File: config.mk
export PLATFORM = sky130hd
export DESIGN_NAME = mdio_mgmt_engine
export DESIGN_NICKNAME = d
export VERILOG_FILES = /design/src/rtl/mdio_engine_pkg.sv /design/src/rtl/mdio_clkdiv.sv /design/src/rtl/mdio_shifter.sv /design/src/rtl/mdio_ctrl_fsm.sv /design/src/rtl/mdio_mgmt_engine.sv
export SDC_FILE = /design/constraint.sdc
export NUM_CORES = 1
export LEC_CHECK = 0
export ABC_AREA = 1
export BUFFER_PORTS_ARGS = -buffer_cell sky130_fd_sc_hd__buf_2
export CAP_MARGIN = 15
export CORE_ASPECT_RATIO = 0.5
export CORE_MARGIN = 2
export CORE_UTILIZATION = 53
export DETAILED_ROUTE_END_ITERATION = 12
export GPL_TIMING_DRIVEN = 0
export MAX_ROUTING_LAYER = met4
export PLACE_DENSITY = 0.75
export SLEW_MARGIN = 20
export SYNTH_ARGS = -nofsm -noshare
export SYNTH_HDL_FRONTEND = slang
export SYNTH_SLANG_ARGS = --single-unit
File: constraint.sdc
create_clock -name clk -period 2.88 [get_ports clk]
set_clock_uncertainty 0.15 [all_clocks]
set_input_delay 0.288 -clock clk [delete_from_list [all_inputs] [get_ports clk]]
set_output_delay 0.288 -clock clk [all_outputs]
set_load 0.01 [all_outputs]
File: src/rtl/mdio_engine_pkg.sv
package mdio_engine_pkg;

    typedef enum logic [2:0] {
        ST_IDLE,
        ST_PREAMBLE,
        ST_HEADER,
        ST_TURN,
        ST_DATA
    } mdio_state_e;

    localparam int FRAME_W  = 32;
    localparam int DATA_W   = 16;
    localparam int PRE_LEN  = 32;
    localparam int HEAD_LEN = 14;
    localparam int TURN_LEN = 2;
    localparam int CNT_W    = $clog2(PRE_LEN);
    localparam int HALF_W   = 6;
    localparam int OP_HI    = 29;
    localparam int OP_LO    = 28;
    localparam logic [1:0] OP_READ = 2'b10;

    // half of the MDC period in system clock cycles, per ratio code
    function automatic logic [HALF_W-1:0] half_period(input logic [2:0] code, input bit ext);
        logic [HALF_W-1:0] h;
        case (code)
            3'd0:    h = 6'd4;
            3'd1:    h = 6'd8;
            3'd2:    h = 6'd16;
            3'd3:    h = ext ? 6'd24 : 6'd32;
            3'd4:    h = 6'd32;
            default: h = ext ? 6'd48 : 6'd32;
        endcase
        return h;
    endfunction

endpackage

File: src/rtl/mdio_clkdiv.sv
module mdio_clkdiv #(
    parameter int HALF_W = 6
) (
    input  logic              clk,
    input  logic              rst_n,
    input  logic              run,
    input  logic [HALF_W-1:0] half,
    output logic              mdc,
    output logic              rise_tick,
    output logic              fall_tick
);
    logic [HALF_W-1:0] cnt;
    logic              toggle_now;

    always_comb begin
        toggle_now = run && (cnt == half - HALF_W'(1));
        rise_tick  = toggle_now && !mdc;
        fall_tick  = toggle_now && mdc;
    end

    always_ff @(posedge clk) begin
        if (!rst_n || !run) begin
            cnt <= '0;
            mdc <= 1'b0;
        end else if (toggle_now) begin
            cnt <= '0;
            mdc <= ~mdc;
        end else begin
            cnt <= cnt + HALF_W'(1);
        end
    end
endmodule

File: src/rtl/mdio_shifter.sv
module mdio_shifter #(
    parameter int W     = 32,
    parameter int CAP_W = 16
) (
    input  logic             clk,
    input  logic             rst_n,
    input  logic             load,
    input  logic [W-1:0]     load_val,
    input  logic             shift,
    input  logic             capture,
    input  logic             din,
    output logic             msb,
    output logic [CAP_W-1:0] cap
);
    logic [W-1:0] sreg;

    always_ff @(posedge clk) begin
        if (!rst_n) begin
            sreg <= '0;
            cap  <= '0;
        end else begin
            if (load)
                sreg <= load_val;
            else if (shift)
                sreg <= {sreg[W-2:0], 1'b0};
            if (capture)
                cap <= {cap[CAP_W-2:0], din};
        end
    end

    assign msb = sreg[W-1];
endmodule

File: src/rtl/mdio_ctrl_fsm.sv
module mdio_ctrl_fsm
    import mdio_engine_pkg::*;
(
    input  logic        clk,
    input  logic        rst_n,
    input  logic        port_en,
    input  logic        start_req,
    input  logic        req_read,
    input  logic        rise_tick,
    input  logic        fall_tick,
    output mdio_state_e state,
    output logic        accept,
    output logic        finish,
    output logic        read_mode,
    output logic        shift_en,
    output logic        capture_en,
    output logic        drive_en,
    output logic        preamble
);
    mdio_state_e      state_n;
    logic [CNT_W-1:0] cnt, cnt_n;
    logic             read_n;
    logic             last_bit;

    assign last_bit = fall_tick && (cnt == '0);

    // state register
    always_ff @(posedge clk) begin
        if (!rst_n) begin
            state     <= ST_IDLE;
            cnt       <= '0;
            read_mode <= 1'b0;
        end else begin
            state     <= state_n;
            cnt       <= cnt_n;
            read_mode <= read_n;
        end
    end

    // next state
    always_comb begin
        state_n = state;
        cnt_n   = cnt;
        read_n  = read_mode;
        if (!port_en) begin
            state_n = ST_IDLE;
        end else begin
            unique case (state)
                ST_IDLE: if (start_req) begin
                    state_n = ST_PREAMBLE;
                    cnt_n   = CNT_W'(PRE_LEN - 1);
                    read_n  = req_read;
                end
                ST_PREAMBLE: if (last_bit) begin
                    state_n = ST_HEADER;
                    cnt_n   = CNT_W'(HEAD_LEN - 1);
                end else if (fall_tick) begin
                    cnt_n = cnt - CNT_W'(1);
                end
                ST_HEADER: if (last_bit) begin
                    state_n = ST_TURN;
                    cnt_n   = CNT_W'(TURN_LEN - 1);
                end else if (fall_tick) begin
                    cnt_n = cnt - CNT_W'(1);
                end
                ST_TURN: if (last_bit) begin
                    state_n = ST_DATA;
                    cnt_n   = CNT_W'(DATA_W - 1);
                end else if (fall_tick) begin
                    cnt_n = cnt - CNT_W'(1);
                end
                ST_DATA: if (last_bit) begin
                    state_n = ST_IDLE;
                end else if (fall_tick) begin
                    cnt_n = cnt - CNT_W'(1);
                end
                default: state_n = ST_IDLE;
            endcase
        end
    end

    // outputs
    always_comb begin
        accept     = start_req && port_en && (state == ST_IDLE);
        finish     = port_en && (state == ST_DATA) && last_bit;
        shift_en   = fall_tick && (state == ST_HEADER || state == ST_TURN || state == ST_DATA);
        capture_en = rise_tick && read_mode && (state == ST_DATA);
        drive_en   = port_en && (state != ST_IDLE)
                     && !(read_mode && (state == ST_TURN || state == ST_DATA));
        preamble   = (state == ST_PREAMBLE);
    end
endmodule

File: src/rtl/mdio_mgmt_engine.sv
module mdio_mgmt_engine
    import mdio_engine_pkg::*;
#(
    parameter bit EXT_RATIOS = 1'b1
) (
    input  logic        clk,
    input  logic        rst_n,
    input  logic        port_en,
    input  logic [2:0]  div_sel,
    input  logic        wr_en,
    input  logic [31:0] wr_data,
    output logic [31:0] frame_q,
    output logic        idle,
    output logic        mdc,
    output logic        mdio_o,
    output logic        mdio_oe,
    input  logic        mdio_i
);
    mdio_state_e       state;
    logic              accept, finish, read_mode, shift_en, capture_en, drive_en, preamble;
    logic              rise_tick, fall_tick, run, msb;
    logic [HALF_W-1:0] half_q;
    logic [DATA_W-1:0] cap;

    assign idle = (state == ST_IDLE);
    assign run  = !idle && port_en;

    mdio_ctrl_fsm u_fsm (
        .clk        (clk),
        .rst_n      (rst_n),
        .port_en    (port_en),
        .start_req  (wr_en),
        .req_read   (wr_data[OP_HI:OP_LO] == OP_READ),
        .rise_tick  (rise_tick),
        .fall_tick  (fall_tick),
        .state      (state),
        .accept     (accept),
        .finish     (finish),
        .read_mode  (read_mode),
        .shift_en   (shift_en),
        .capture_en (capture_en),
        .drive_en   (drive_en),
        .preamble   (preamble)
    );

    mdio_clkdiv #(.HALF_W(HALF_W)) u_div (
        .clk       (clk),
        .rst_n     (rst_n),
        .run       (run),
        .half      (half_q),
        .mdc       (mdc),
        .rise_tick (rise_tick),
        .fall_tick (fall_tick)
    );

    mdio_shifter #(.W(FRAME_W), .CAP_W(DATA_W)) u_sh (
        .clk      (clk),
        .rst_n    (rst_n),
        .load     (accept),
        .load_val (wr_data),
        .shift    (shift_en),
        .capture  (capture_en),
        .din      (mdio_i),
        .msb      (msb),
        .cap      (cap)
    );

    always_ff @(posedge clk) begin
        if (!rst_n) begin
            frame_q <= '0;
            half_q  <= half_period(3'd0, EXT_RATIOS);
        end else if (accept) begin
            frame_q <= wr_data;
            half_q  <= half_period(div_sel, EXT_RATIOS);
        end else if (finish && read_mode) begin
            frame_q[DATA_W-1:0] <= cap;
        end
    end

    assign mdio_o  = preamble ? 1'b1 : msb;
    assign mdio_oe = drive_en;
endmodule

==> metrics.txt, run 1 <==
routability cong.=roughly 0.86; Vias=~4.3k; final hold violations=0; maxcap violations=0; Synth Area in Adders=0.00838; commonest non-fill, non-tap cell in the layout=nand2_1; combinational family with the most area after synthesis=simple AND/OR/NAND/NOR gates; number of synthesized flops with an enable pin=0; status=complete, no violations; RSZ-0062 raised after global routing=no; Routed Antenna Nets=0; CTS tree=yes; Die ar.=9250 sq um; Yosys top cell by area=dfxtp_1; Max-slew headroom=0.535; Routed Wire Length=11100 um; IO Port Bufs=74; FFs w/ async S/R, synth=0; Worst Path Required=between 2000 and 3000 ps; Critical R2R Launch=half_q[2]; Reg2Reg Setup Slack=approximately 370 ps; syn avg cell area=7.64 sq um; Total GRT Usage=0.257; XOR/XNOR Fraction of Synth Area=0.00977; Pwr Total=between 3000 and 4000 uW; critical-path cell list=inv_1, ha_1, xor2_1, nand2_1, nor2_4, nand3_4, clkinv_2, o21ai_1, nand2_2, buf_4, nand3_1, o211a_1; synth top area cells=dfxtp_1 (45%), nand2_1 (12%), nand3_1 (7.3%); first-pass GRT wire length=roughly 18000 um; CTS Sinks=100; # setup viols final=0; Setup TNS=0 ps; mux contribution to synthesized area=0; post-synthesis cell area=approximately 4500 sq um; Slew @ Worst Pin=694 ps; die height=~69 um; dpl ws=around 400 ps; Worst EP arrival=between 2000 and 3000 ps; hold path start=wr_data[17]; element type at the critical path end=flop; Resize count post-CTS=0; complex-gate fraction of the synthesized area=0.186; vias in the first global route=3916; Post-Syn Instances=between 500 and 600; antenna fix cells=0; Initial Utilization=0.552; root buf cell=clkbuf_16; Yosys top cell area share=0.447; Worst R2R Path Depth=12; Yosys reg bits=100; Core ar.=roughly 8100 sq um; Slowest-stage cell, CP=dfxtp_1; reg-to-reg critical path endpoint=u_sh.sreg[26]; Post-route DRC=0; Synth Area in Simple Gates=0.277; Post-DP HPWL=between 8000 and 9000 um; number of nets in the layout=715; total gr overflow=0; syn_nets=630; DR iter-0 viols=roughly 300; most frequent cells in the layout=nand2_1 (144), dfxtp_1 (100), buf_2 (80); CP Launch Type=flop; Fmax=between 300 and 400 MHz; Seq/Total Area, Yosys=0.447; Die X=roughly 130 um; LEAKAGE=between 0.002 and 0.0025 uW; final hold slack=approximately 57 ps; TritonRoute pass-1 iters=5; top_reg_cell synth=dfxtp_1; final worst path period share=0.873; fin worst setup slack=between 300 and 400 ps; Worst path max stage delay=390 ps; Num CTS Buffers=9; pwr dens=approximately 630 nW/um^2; # hold bufs at CTS=0; Peak supply drop=around 370 uV; maximum root-to-sink buffer count=2; drt wl/cell=roughly 14 um; layout cell share with drive strength beyond 1=0.188; Ports=76; Worst Path Max Fanout=10; initial antenna violation count=0; Crit Path Class=flop to flop; vias per cell=5.41; Final Critical Period=between 2000 and 3000 ps; setup bufs post-CTS=0; Worst-Skew Late Latency=350 ps; H-tree depth=3; row count=23; hold path depth=3; Slew Limit Fails=0; largest net degree at the start of global routing=18; Hold Path End=frame_q[17]; Clk pin slew, worst setup/hold paths=roughly 70 ps; Syn. warnings=0; Setup crit start=half_q[2]; Hold/Removal Path Class=primary input to flop; area grow syn2layout=19.2%; post-synthesis cell type count=38
## cell type report
| cell class | instances | area [sq um] |
|---|---|---|
| plain buffers | 33 | 161 |
| inverters | 43 | 163 |
| multi-input cells | 411 | 2160 |
| fillers | 753 | 2780 |
| flip-flops and latches | 100 | 2000 |
| repair buffers | 74 | 370 |
| clock buffers | 9 | 225 |
| clock inverters | 7 | 123 |
| well taps | 112 | 140 |
## through the flow
stage	utilization	cells	area [sq um]
after floorplan	-	587	4480
after detailed placement	0.615	773	4990
after CTS	0.658	789	5340
after global routing	0.658	789	5340
after global placement	0.615	773	4990
final	0.658	789	5340
## per-layer routing
layer	track usage	vias to the layer above	share of wire
met5	-	-	0
met4	0.0632	0	0.0089
met3	0.0714	9	0.067
met2	0.394	113	0.45
met1	0.338	1992	0.47
li1	-	2157	-
## state kept, by name (all words and copies together), names as in the netlist
register         count
frame_q             32
half_q               4
u_div.cnt            6
u_div.mdc            1
u_fsm.cnt            5
u_fsm.read_mode      1
u_fsm.state          3
u_sh.cap            16
u_sh.sreg           32
## how the worst max path moves through the flow
stage                    end  slack, ps  cells past startpoint
4_1_cts        u_sh.sreg[26]        380                     12
3_3_place_gp   u_sh.sreg[18]        400                     12
3_5_place_dp   u_sh.sreg[18]        400                     12
2_1_floorplan  u_sh.sreg[21]        790                     12
5_1_grt         u_sh.cap[14]        110                     11
6_report       u_sh.sreg[26]        370                     12
## report_power, final
part | switching (uW) | leakage (uW) | internal, uW
Clock | 547 | 0.000168 | 857
Sequential | 43.1 | 0.000815 | 1450
Combinational | 272 | 0.00146 | 167
## cells in the mapped netlist (2+ instances only)
| master | n |
|---|---|
| a21oi_1 | 58 |
| o21ai_0 | 41 |
| nand2_2 | 3 |
| nand4_1 | 7 |
| nor2_1 | 27 |
| nor3b_1 | 2 |
| inv_1 | 37 |
| buf_2 | 6 |
| inv_2 | 4 |
| o211a_1 | 29 |
| nor2_4 | 2 |
| ha_1 | 3 |
| nor3_1 | 3 |
| nor3_2 | 2 |
| nand2_4 | 2 |
| nand3_1 | 65 |
| or2_2 | 5 |
| clkbuf_1 | 19 |
| xor2_1 | 5 |
| buf_4 | 6 |
| dfxtp_1 | 100 |
| nand2_1 | 144 |
| o21ai_1 | 2 |
## cells by family (layout without fill, tap and decap cells)
logic type / after synthesis / count (layout)
buf+inv: 76 / 166
fa+ha+maj: 3 / 3
compound gates: 135 / 135
flops: 100 / 100
simple gates: 268 / 268
xor+xnor: 5 / 5
## critical path, delay by kind of cell, from the launching register on
family | cells | cell delay, ps
adder cells (fa/ha/maj) | 1 | 330
AO/OA/AOI/OAI | 2 | 270
AND/OR/NAND/NOR | 5 | 710
buffers and inverters | 3 | 430
XOR/XNOR | 1 | 140
flip-flops | 1 | 390
Power figures use the tool's default switching activity.
==> inputs of run 2 (changes only) <==
CTS_BUF_LIST = sky130_fd_sc_hd__clkbuf_4   (was default)
==> run 2 against run 1 <==
Flip-flop and latch count unchanged. Critical path depth shrank 1. Non-clock buffer count is 21 higher. Routed wire length rose by 3.2%. Clock power decreased by 33%. Register-to-register slack got worse by 20 ps. Combinational power rose by 5.5%. First-iteration DRC count decreased by 2.4%. Setup slack worse by 24 ps. Maximum frequency shrank 0.94%. Clock-buffer cell count is the same. Critical path type unchanged.
==> metrics.txt, run 2 (synthesis gave the netlist of run 1 again) <==
number of nets in the layout=736 (+2.9%); reg-to-reg critical path endpoint=u_sh.cap[14]; root buf cell=clkbuf_4; Routed Wire Length=11400 um (+3.2%); Pwr Total=2900 uW (-13%); Worst R2R Path Depth=11 (-1); Num CTS Buffers=9 (unchanged); routability cong.=0.858 (unchanged); CP Launch Type=flop; Hold/Removal Path Class=primary input to flop; DR iter-0 viols=287 (-2.4%); most frequent cells in the layout=nand2_1 (144), dfxtp_1 (100), buf_2 (80); Reg area=2000 sq um (unchanged); CTS tree=yes; layout cell share with drive strength beyond 1=0.182 (-0.00564); dpl cells=773 (unchanged); Worst path max stage delay=420 ps (+30 ps); Largest regs=frame_q (32), u_sh.sreg (32), u_sh.cap (16); critical-path cell list=inv_1, ha_1, xor2_1, nand2_1, nor2_4, nand2_1, nor2_1, nand3_1, clkbuf_1, o21ai_0, a21oi_1; Crit Path Class=flop to flop; antenna fix cells=0 (unchanged); drt wl/cell=14.1 um (+0.49%); Slowest-stage cell, CP=dfxtp_1; Core ar.=8120 sq um (unchanged); total gr overflow=0 (unchanged); LEAKAGE=0.00246 uW (+0.77%); pwr dens=537 nW/um^2 (-14%); final hold violations=0 (unchanged); fin cells=810 (+2.7%); H-tree depth=3 (unchanged); Die ar.=9250 sq um (unchanged); met2 routed WL=5270 um (+4.7%); status=complete, no violations; vias in the first global route=3977 (+1.6%); met3 WL=662 um (-10%); Post-route DRC=0 (unchanged); Final Util=0.665 (+0.00648); M1 WL=5330 um (+2.4%); Final Critical Period=2540 ps (+23.9 ps); # setup viols final=0 (unchanged); number of fill cells in the layout=752 (-0.13%); row count=23 (unchanged); maximum root-to-sink buffer count=2 (unchanged); vias per cell=5.40 (-0.15%); Clk pin slew, worst setup/hold paths=160 ps (+90 ps); Reg2Reg Setup Slack=340 ps (-20 ps); TritonRoute pass-1 iters=5 (unchanged); Peak supply drop=287 uV (-22%); hold path start=div_sel[2]; Most common cell on crit path=nand2_1; Multi-input gate area=2160 sq um (unchanged); maxcap violations=0 (unchanged); Slew @ Worst Pin=675 ps (-18.5 ps); Worst EP arrival=2760 ps (+150 ps); die height=69.0 um (unchanged); Critical R2R Launch=half_q[2]; final worst path period share=0.881 (+0.00831); Post-DP HPWL=8250 um (unchanged); Routed Antenna Nets=0 (unchanged); first-pass GRT wire length=18900 um (+2.3%); largest net degree at the start of global routing=18 (unchanged); commonest non-fill, non-tap cell in the layout=nand2_1; Max-slew headroom=0.547 (+0.0124); Worst Path Required=3100 ps (+130 ps); Worst Path Max Fanout=10 (unchanged); Fmax=394 MHz (-0.94%); area grow syn2layout=20.3%; Initial Utilization=0.552 (unchanged); Ports=76 (unchanged); element type at the critical path end=flop; Vias=4378 (+2.5%); hold path depth=3 (unchanged); RSZ-0062 raised after global routing=no; Top Metal Used=met4; CTS Sinks=100 (unchanged); Setup TNS=0 ps (unchanged); initial antenna violation count=0 (unchanged); Total GRT Usage=0.262 (+0.00521); Resize count post-CTS=0 (unchanged); Die X=134 um (unchanged); Slew Limit Fails=0 (unchanged); IO Port Bufs=74 (unchanged); Hold Path End=half_q[5]; Worst-Skew Late Latency=470 ps (+120 ps)
-- run 2: changes by cell type in the layout (fill, tap and decap cells not counted), sizes merged --
cell,previous run,this run
dlygate4sd3,0,21
-- run 2: layout make-up --
class	instances	area share
Tap cell	112	0.0260
Inverter	43	0.0302
Multi-Input combinational cell	411	0.400
Clock inverter	7	0.0227
Buffer	33	0.0299
Clock buffer	9	0.0125
Sequential cell	100	0.371
Timing Repair Buffer	95	0.108
-- run 2: worst max-delay path by stage --
stage / startpoint / endpoint / slack (ps) / depth (start not counted)
global placement: half_q[2] / u_sh.sreg[18] / 400 / 12
CTS: half_q[2] / u_sh.sreg[26] / 370 / 12
global route: half_q[2] / u_sh.cap[14] / 110 / 11
detailed placement: half_q[2] / u_sh.sreg[18] / 400 / 12
floorplan: half_q[2] / u_sh.sreg[21] / 790 / 12
finish: half_q[2] / u_sh.cap[14] / 340 / 11
-- run 2: power by group --
group          internal [uW]  leakage [uW]  switching [uW]  total, uW
registers               1450      0.000815            43.0       1500
clock network            447     0.0000984             489        936
logic                    186       0.00155             277        463
total                   2090       0.00246             809       2900
-- run 2: layer usage --
| layer | global-route usage | vias to the layer above |
|---|---|---|
| met5 | - | - |
| met4 | 0.0632 | 0 |
| met3 | 0.0670 | 17 |
| met2 | 0.411 | 123 |
| met1 | 0.342 | 2040 |
| li1 | - | 2198 |
-- run 2: timing repair --
item / in CTS / in global routing
buffers inserted: 0 / 0
hold buffers: 21 / 0
endpoints found under the hold margin: 22 / 0
-- run 2: critical path: cells and delay by family, from the launching register on --
family	cells	cell delay [ps]
simple gates	5	710
flops	1	420
buf+inv	2	400
fa+ha+maj	1	330
compound gates	2	280
xor+xnor	1	140
-- run 2: stage by stage --
step / setup WS, ps / hold WS (ps) / area (sq um)
floorplan: 795 / 268 / 4480
detailed placement: 400 / 291 / 4990
global route: 110 / 20.0 / 5390
global placement: 399 / 277 / 4990
CTS: 374 / 2.68 / 5390
finish: 343 / 15.3 / 5390
